### src/rtl/rtc_pirq_pkg.sv
package rtc_pirq_pkg;

  localparam int RATE_W = 4;

  localparam logic [1:0] ADDR_RATE = 2'd0;
  localparam logic [1:0] ADDR_CTRL = 2'd1;

  localparam logic [7:0] FLAG_MASK = 8'hC0;

  typedef struct packed {
    logic coal_en;
    logic sqw_irq_sel;
    logic sqw_en;
    logic per_en;
  } ctrl_t;

  // Shift amount (log2 of the period) for a nonzero rate code.
  function automatic logic [RATE_W-1:0] rate_to_shift(input logic [RATE_W-1:0] code);
    logic [RATE_W-1:0] eff;
    eff = (code <= RATE_W'(2)) ? code + RATE_W'(7) : code;
    return eff - RATE_W'(1);
  endfunction

endpackage

### src/rtl/rtc_regs.sv
module rtc_regs
  import rtc_pirq_pkg::*;
#(
  parameter int DATA_W = 8
) (
  input  logic              clk,
  input  logic              rst_n,
  input  logic              wr_en,
  input  logic [1:0]        wr_addr,
  input  logic [DATA_W-1:0] wr_data,
  output logic [RATE_W-1:0] rate_o,
  output ctrl_t             ctrl_o
);

  logic [RATE_W-1:0] rate_q, rate_nx;
  ctrl_t             ctrl_q, ctrl_nx;
  logic              unused_hi;

  assign unused_hi = ^wr_data[DATA_W-1:RATE_W];

  always_comb begin
    rate_nx = rate_q;
    ctrl_nx = ctrl_q;
    if (wr_en) begin
      case (wr_addr)
        ADDR_RATE: rate_nx = wr_data[RATE_W-1:0];
        ADDR_CTRL: ctrl_nx = ctrl_t'(wr_data[$bits(ctrl_t)-1:0]);
        default:   ;
      endcase
    end
  end

  always_ff @(posedge clk or negedge rst_n) begin
    if (!rst_n) begin
      rate_q <= '0;
      ctrl_q <= '0;
    end else if (wr_en) begin
      rate_q <= rate_nx;
      ctrl_q <= ctrl_nx;
    end
  end

  assign rate_o = rate_q;
  assign ctrl_o = ctrl_q;


  rate_write_chk: assert property (@(posedge clk) disable iff (!rst_n)
    (wr_en && wr_addr == ADDR_RATE) |=> rate_q == $past(wr_data[RATE_W-1:0]));

endmodule

### src/rtl/rtc_rate_timer.sv
module rtc_rate_timer
  import rtc_pirq_pkg::*;
#(
  parameter int CNT_W = 16
) (
  input  logic              clk,
  input  logic              rst_n,
  input  logic              strobe_i,
  input  logic              run_i,
  input  logic [RATE_W-1:0] rate_i,
  output logic [RATE_W-1:0] shift_o,
  output logic              tick_o
);

  logic [CNT_W-1:0]  cnt_q, cnt_nx, mask;
  logic [RATE_W-1:0] shift;

  always_comb begin
    shift  = rate_to_shift(rate_i);
    mask   = (CNT_W'(1) << shift) - CNT_W'(1);
    cnt_nx = strobe_i ? cnt_q + CNT_W'(1) : cnt_q;
    tick_o = strobe_i && run_i && ((cnt_nx & mask) == '0);
  end

  always_ff @(posedge clk or negedge rst_n) begin
    if (!rst_n) begin
      cnt_q <= '0;
    end else if (strobe_i) begin
      cnt_q <= cnt_nx;
    end
  end

  assign shift_o = shift;


  tick_aligned_chk: assert property (@(posedge clk) disable iff (!rst_n)
    tick_o |=> ((cnt_q & $past(mask)) == '0));


  count_step_chk: assert property (@(posedge clk) disable iff (!rst_n)
    strobe_i |=> cnt_q == $past(cnt_q) + CNT_W'(1));


  idle_no_tick_chk: assert property (@(posedge clk) disable iff (!rst_n)
    !strobe_i |-> !tick_o);

endmodule

### src/rtl/rtc_coalesce.sv
module rtc_coalesce
  import rtc_pirq_pkg::*;
#(
  parameter int MISS_W = 16
) (
  input  logic              clk,
  input  logic              rst_n,
  input  logic              run_i,
  input  logic [RATE_W-1:0] shift_i,
  input  logic              inc_i,
  input  logic              dec_i,
  output logic              nz_o
);

  localparam logic [MISS_W-1:0] CNT_MAX = '1;
  localparam int                MAX_SH  = (1 << RATE_W) - 1;

  logic [MISS_W-1:0] cnt_q, cnt_nx, scaled;
  logic [RATE_W-1:0] shift_q, shift_nx, diff;
  logic              sat;

  // Rescale by old period / new period; periods are powers of two.
  always_comb begin
    scaled = cnt_q;
    sat    = 1'b0;
    diff   = '0;
    if (shift_i > shift_q) begin
      diff   = shift_i - shift_q;
      scaled = cnt_q >> diff;
    end else if (shift_i < shift_q) begin
      diff = shift_q - shift_i;
      for (int i = 0; i < MAX_SH; i++) begin
        if (i < int'(diff)) begin
          if (scaled[MISS_W-1]) sat = 1'b1;
          scaled = scaled << 1;
        end
      end
      if (sat) scaled = CNT_MAX;
    end
  end

  always_comb begin
    cnt_nx   = scaled;
    shift_nx = shift_i;
    if (!run_i) begin
      cnt_nx   = '0;
      shift_nx = shift_q;
    end else if (inc_i) begin
      cnt_nx = (scaled == CNT_MAX) ? CNT_MAX : scaled + MISS_W'(1);
    end else if (dec_i && scaled != '0) begin
      cnt_nx = scaled - MISS_W'(1);
    end
  end

  always_ff @(posedge clk or negedge rst_n) begin
    if (!rst_n) begin
      cnt_q   <= '0;
      shift_q <= '0;
    end else begin
      cnt_q   <= cnt_nx;
      shift_q <= shift_nx;
    end
  end

  assign nz_o = (cnt_q != '0);


  stop_clears_chk: assert property (@(posedge clk) disable iff (!rst_n)
    !run_i |=> cnt_q == '0);


  no_wrap_chk: assert property (@(posedge clk) disable iff (!rst_n)
    (run_i && inc_i && cnt_q == CNT_MAX && shift_i == shift_q) |=> cnt_q == CNT_MAX);


  halve_on_double_chk: assert property (@(posedge clk) disable iff (!rst_n)
    (run_i && !inc_i && !dec_i && shift_i == shift_q + RATE_W'(1))
      |=> cnt_q == ($past(cnt_q) >> 1));


  inc_step_chk: assert property (@(posedge clk) disable iff (!rst_n)
    (run_i && inc_i && cnt_q != CNT_MAX && shift_i == shift_q)
      |=> cnt_q == $past(cnt_q) + MISS_W'(1));

endmodule

### src/rtl/rtc_status.sv
module rtc_status
  import rtc_pirq_pkg::*;
(
  input  logic       clk,
  input  logic       rst_n,
  input  logic       tick_i,
  input  logic       rd_i,
  input  logic       legacy_i,
  input  logic       coal_i,
  input  logic       miss_nz_i,
  output logic [7:0] status_o,
  output logic       irq_o,
  output logic       miss_inc_o,
  output logic       miss_dec_o
);

  logic [7:0] status_q, status_nx, base_s;
  logic       irq_q, irq_nx, base_irq, pending;

  always_comb begin
    pending    = (status_q[7:6] != 2'b00) && !rd_i;
    base_s     = rd_i ? 8'h00 : status_q;
    base_irq   = rd_i ? 1'b0 : irq_q;
    status_nx  = status_q;
    irq_nx     = irq_q;
    miss_inc_o = 1'b0;
    miss_dec_o = 1'b0;
    if (tick_i) begin
      if (coal_i && pending) begin
        miss_inc_o = 1'b1;
      end else begin
        status_nx = base_s | FLAG_MASK;
        irq_nx    = base_irq | !legacy_i;
      end
    end else if (rd_i) begin
      status_nx = 8'h00;
      irq_nx    = 1'b0;
      if (miss_nz_i && !legacy_i) begin
        status_nx  = FLAG_MASK;
        irq_nx     = 1'b1;
        miss_dec_o = 1'b1;
      end
    end
  end

  always_ff @(posedge clk or negedge rst_n) begin
    if (!rst_n) begin
      status_q <= 8'h00;
      irq_q    <= 1'b0;
    end else begin
      status_q <= status_nx;
      irq_q    <= irq_nx;
    end
  end

  assign status_o = status_q;
  assign irq_o    = irq_q;


  tick_sets_flags_chk: assert property (@(posedge clk) disable iff (!rst_n)
    tick_i |=> status_q[7:6] == 2'b11);


  no_raise_legacy_chk: assert property (@(posedge clk) disable iff (!rst_n)
    $rose(irq_q) |-> !$past(legacy_i));


  read_clears_chk: assert property (@(posedge clk) disable iff (!rst_n)
    (rd_i && !tick_i && !miss_nz_i) |=> (status_q == 8'h00 && !irq_q));


  tick_beats_read_chk: assert property (@(posedge clk) disable iff (!rst_n)
    (tick_i && rd_i && !legacy_i) |=> (irq_q && status_q[7:6] == 2'b11));

endmodule

### src/rtl/rtc_pirq_gen.sv
module rtc_pirq_gen
  import rtc_pirq_pkg::*;
#(
  parameter int CNT_W  = 16,
  parameter int MISS_W = 16
) (
  input  logic       clk,
  input  logic       rst_n,
  input  logic       tick_32k,
  input  logic       legacy_mode,
  input  logic       wr_en,
  input  logic [1:0] wr_addr,
  input  logic [7:0] wr_data,
  input  logic       rd_stat,
  output logic [7:0] rd_data,
  output logic       irq
);

  logic [RATE_W-1:0] rate, shift;
  ctrl_t             ctrl;
  logic              run, tick, miss_inc, miss_dec, miss_nz;

  rtc_regs #(.DATA_W(8)) u_regs (
    .clk     (clk),
    .rst_n   (rst_n),
    .wr_en   (wr_en),
    .wr_addr (wr_addr),
    .wr_data (wr_data),
    .rate_o  (rate),
    .ctrl_o  (ctrl)
  );

  assign run = (rate != '0) &&
               ((ctrl.per_en && !legacy_mode) || (ctrl.sqw_en && ctrl.sqw_irq_sel));

  rtc_rate_timer #(.CNT_W(CNT_W)) u_timer (
    .clk      (clk),
    .rst_n    (rst_n),
    .strobe_i (tick_32k),
    .run_i    (run),
    .rate_i   (rate),
    .shift_o  (shift),
    .tick_o   (tick)
  );

  rtc_coalesce #(.MISS_W(MISS_W)) u_coal (
    .clk     (clk),
    .rst_n   (rst_n),
    .run_i   (run),
    .shift_i (shift),
    .inc_i   (miss_inc),
    .dec_i   (miss_dec),
    .nz_o    (miss_nz)
  );

  rtc_status u_stat (
    .clk        (clk),
    .rst_n      (rst_n),
    .tick_i     (tick),
    .rd_i       (rd_stat),
    .legacy_i   (legacy_mode),
    .coal_i     (ctrl.coal_en),
    .miss_nz_i  (miss_nz),
    .status_o   (rd_data),
    .irq_o      (irq),
    .miss_inc_o (miss_inc),
    .miss_dec_o (miss_dec)
  );


  stopped_no_tick_chk: assert property (@(posedge clk) disable iff (!rst_n)
    !run |-> !tick);

endmodule

### config.mk
export PLATFORM = sky130hd
export DESIGN_NAME = rtc_pirq_gen
export DESIGN_NICKNAME = d
export VERILOG_FILES = /design/src/rtl/rtc_pirq_pkg.sv /design/src/rtl/rtc_regs.sv /design/src/rtl/rtc_rate_timer.sv /design/src/rtl/rtc_coalesce.sv /design/src/rtl/rtc_status.sv /design/src/rtl/rtc_pirq_gen.sv
export SDC_FILE = /design/constraint.sdc
export NUM_CORES = 1
export LEC_CHECK = 0
export ABC_CLOCK_PERIOD_IN_PS = 6400
export BUFFER_PORTS_ARGS = -buffer_cell sky130_fd_sc_hd__buf_2
export CAP_MARGIN = 20
export CELL_PAD_IN_SITES_DETAIL_PLACEMENT = 0
export CELL_PAD_IN_SITES_GLOBAL_PLACEMENT = 1
export CORE_MARGIN = 4
export CORE_UTILIZATION = 35
export CTS_CLUSTER_SIZE = 25
export DETAILED_ROUTE_END_ITERATION = 8
export PLACE_DENSITY = 0.69
export SYNTH_ARGS = -nofsm -noshare
export SYNTH_HDL_FRONTEND = slang
export SYNTH_SLANG_ARGS = --single-unit
### constraint.sdc
create_clock -name clk -period 6.4 [get_ports clk]
set_input_delay 0.32 -clock clk [delete_from_list [all_inputs] [get_ports clk]]
set_output_delay 0.32 -clock clk [all_outputs]
set_load 0.005 [all_outputs]
==> summary.txt <==
Die
  • Number of placement rows: 49
  • Initial standard-cell utilization of the core: 0.356
  • Die height: approximately 140 um
  • Core region area: roughly 18000 sq um
  • Full die area: just over 20000 sq um
  • Die width: roughly 140 um
  • IO Pins: 25

Detailed routing
  • TritonRoute pass-1 iters: 6
  • Number of remaining DRC errors: 0
  • Count of nets left with antenna violations after detail routing: 0
  • Vias: slightly above 7000
  • Mean routed wirelength per cell: ~20 um
  • Wire length after detailed routing: roughly 23 mm
  • Via density: between 6 and 7
  • Count of routing violations after the opening detailed-route iteration: between 800 and 900

Synth
  • Most frequent cell after synthesis: sky130_fd_sc_hd__nand2_1
  • Post-synthesis sequential element count: between 40 and 50
  • Cell accounting for the most synthesized area: sky130_fd_sc_hd__dfrtp_1
  • Number of warning messages in the yosys log: 0
  • Async S/R FF share, synth: 1.00
  • Top cells by area, synth: sky130_fd_sc_hd__dfrtp_1 18%, sky130_fd_sc_hd__nand2_1 5.6%, sky130_fd_sc_hd__a21oi_1 4.8%
  • Share of the synthesized area in the top cell type: 0.179
  • Number of enable flip-flop cells after synthesis: 0
  • Gate Count Post-Synth: between 800 and 900
  • Count of different cell masters after synthesis: 90
  • Mean cell area of the mapped netlist: 7.36 sq um
  • Syn Std Cell Area: about 6400 sq um
  • Proportion of synthesized chip area in sequential cells: 0.179
  • Top cells by instance count after synthesis: 96 x sky130_fd_sc_hd__nand2_1, 65 x sky130_fd_sc_hd__nor2_1, 61 x sky130_fd_sc_hd__a21oi_1
  • Most used DFF post-synth: sky130_fd_sc_hd__dfrtp_1

STA
  • Count of final hold-check violations: 0
  • Highest Clock Rate: 163 MHz
  • # setup viols final: 0
  • Sum Neg Setup Slack: 0 ns
  • Setup skew after layout: 0.0116 ns
  • Tightest slew margin relative to the limit: 0.520
  • Tmin final: 6.15 ns
  • Worst Hold Slack: approximately 0.22 ns
  • Transition at the pin with the smallest max-transition slack: 0.719 ns
  • Share of the clock period used by the worst path after layout: 0.960
  • Count of pins over their slew limit: 0

Clock tree
  • Clock net sink count: 46
  • CTS clk-pin slew, worst paths: roughly 0.080 ns
  • Clock latency on the worst-skew pair: 0.31 ns
  • CTS tree: built
  • TritonCTS Buffers: 5
  • Bufs on Longest Clock Path: 2
  • Maximum level of the CTS H-tree: 2
  • Root buf cell: sky130_fd_sc_hd__clkbuf_16

Layout
  • Count of inserted antenna diode cells: 0
  • Synthesis-to-finish area growth: 14.7%
  • Fraction of final layout cells with drive strength greater than 1: 0.195
  • Number of fill cells in the layout: between 1500 and 2000
  • Number of nets in the layout: 936

Setup path
  • Critical-path maximum fanout: 7
  • Slowest Stage Delay on Critical Path: between 0.5 and 0.6 ns
  • Critical path startpoint category: flip-flop
  • Cell breakdown of the critical path: inv_1 -> ha_1 -> or3b_2 -> a21oi_2 -> inv_1 -> ha_4 -> fa_1 -> buf_4 -> mux4_2 -> o41ai_1 -> buf_4 -> or4b_1 -> a2111oi_0 -> o31ai_1 -> a41oi_1 -> buf_4 -> or2_2 -> o31a_1 -> nand2_1 -> and3_1 -> a2111oi_2
  • Critical path required time: 6.58 ns
  • Endpoint type of the worst setup path: flip-flop
  • Highest-delay cell along the critical path: sky130_fd_sc_hd__or4b_1
  • Critical Path Most Common Cell: sky130_fd_sc_hd__buf_4
  • Critical path type: flip-flop to flip-flop
  • Setup slack of the worst register-to-register path: ~0.25 ns
  • Data arrival, critical path: roughly 6.3 ns

GRT
  • Wire length of the first global-routing pass: between 30 and 40 mm
  • Number of global-route vias before repair: approximately 6600
  • Antenna violations before repair: 0
  • Pin count of the biggest net entering global routing: between 40 and 50
  • Gr usage total: 0.224
  • Overall overflow remaining after global route: 0

Worst hold path
  • Path type of the worst min-delay path: input pin to flip-flop

Placement
  • Half-perimeter wire length of the detailed placement result: roughly 17 mm
  • Buffers on Ports: 14
  • Global placer's final weighted congestion: 0.990

Run status
  • Run status: complete, no violations

Flow run
  • Reported max-cap violation count: 0
cells in the final DEF, fill, tap and decap left out, types with 11 or more instances in the layout:
| master | Yosys | routed |
|---|---|---|
| sky130_fd_sc_hd__a211oi_1 | 14 | 14 |
| sky130_fd_sc_hd__a21oi_1 | 61 | 58 |
| sky130_fd_sc_hd__a221oi_1 | 12 | 11 |
| sky130_fd_sc_hd__a31oi_1 | 17 | 16 |
| sky130_fd_sc_hd__and3_1 | 11 | 11 |
| sky130_fd_sc_hd__buf_2 | 7 | 14 |
| sky130_fd_sc_hd__buf_4 | 8 | 76 |
| sky130_fd_sc_hd__dfrtp_1 | 46 | 46 |
| sky130_fd_sc_hd__ha_1 | 16 | 14 |
| sky130_fd_sc_hd__inv_1 | 37 | 36 |
| sky130_fd_sc_hd__mux2_2 | 13 | 13 |
| sky130_fd_sc_hd__mux2i_1 | 18 | 18 |
| sky130_fd_sc_hd__nand2_1 | 96 | 94 |
| sky130_fd_sc_hd__nand2b_1 | 13 | 13 |
| sky130_fd_sc_hd__nand3_1 | 34 | 34 |
| sky130_fd_sc_hd__nand4_1 | 11 | 11 |
| sky130_fd_sc_hd__nor2_1 | 65 | 63 |
| sky130_fd_sc_hd__nor2b_1 | 15 | 15 |
| sky130_fd_sc_hd__nor3_1 | 24 | 23 |
| sky130_fd_sc_hd__nor4_1 | 13 | 11 |
| sky130_fd_sc_hd__o21ai_0 | 54 | 52 |
| sky130_fd_sc_hd__xnor2_1 | 22 | 20 |
| sky130_fd_sc_hd__xor2_1 | 13 | 12 |
metrics by stage:
step / utilization / instances / worst slack (ns) / instance area, sq um
global route: 0.408 / 1132 / -0.0184 / 7360
global placement: 0.390 / 1118 / 0.0944 / 7040
floorplan: - / 877 / 0.0840 / 6440
CTS: 0.399 / 1126 / 0.00721 / 7190
finish: 0.408 / 1132 / 0.254 / 7360
detailed placement: 0.390 / 1118 / 0.0417 / 7040
cell type report:
| class | instances | area, sq um | share of cell area |
|---|---|---|---|
| Sequential cell | 46 | 1150 | 0.156 |
| Tap cell | 229 | 287 | 0.0389 |
| Clock inverter | 1 | 8.76 | 0.00119 |
| Clock buffer | 7 | 143 | 0.0194 |
| Inverter | 37 | 139 | 0.0189 |
| Timing Repair Buffer | 93 | 691 | 0.0938 |
| Multi-Input combinational cell | 719 | 4940 | 0.671 |
sequential cells by signal, indices dropped and copies added, names as in the netlist:
name and count:
u_coal.cnt_q 16, u_timer.cnt_q 16, u_coal.shift_q 4, u_regs.ctrl_o 4
u_regs.rate_o 4, u_stat.irq_o 1, u_stat.status_o 1
final timing paths:
check	end	from	cells after the start
max in group asynchronous	u_coal.cnt_q[0]	rst_n	3
min in group asynchronous	u_timer.cnt_q[3]	rst_n	2
hold reg to reg	u_timer.cnt_q[15]	u_timer.cnt_q[15]	1
setup / recovery	u_coal.cnt_q[8]	u_regs.rate_o[0]	21
hold / removal	u_stat.irq_o	legacy_mode	2
setup reg to reg	u_coal.cnt_q[8]	u_regs.rate_o[0]	21
cell families (layout without fill, tap and decap cells):
kind of cell / after synthesis / count (layout) / share of synthesized area
compound gates: 288 / 288 / 0.310
xor+xnor: 35 / 35 / 0.0478
fa+ha+maj: 18 / 18 / 0.0374
buf+inv: 112 / 138 / 0.0739
flops: 46 / 46 / 0.179
mux: 40 / 40 / 0.0825
other cells: 1 / 6 / 0.000584
simple gates: 332 / 332 / 0.268
layer usage:
metal	routed length, um	global-route usage	share of wire	up-vias
met5	0	0	0	-
met4	815	0.0867	0.035	0
met3	1770	0.0309	0.076	70
met2	10200	0.340	0.44	349
met1	10400	0.322	0.45	3345
li1	-	-	-	3325
worst max-delay path: cells and delay by family (launching register included):
family	cells	cell delay (ns)
AOI/OAI and AO/OA	7	1.96
adders and majority gates	3	1.03
buffers and inverters	5	0.75
DFF	1	0.37
muxes	1	0.36
and+or+nand+nor	5	1.54
repair_timing:
item                                    CTS  global route
hold buffers                              0             1
endpoints found under the hold margin     0            15
buffers inserted                          0             4
endpoints found under the setup margin    0            16
resized for setup                         0            26
Power is left out: the tool's default activity adds up to more than one toggle a clock period on the data nets, which glitch-free logic cannot reach.
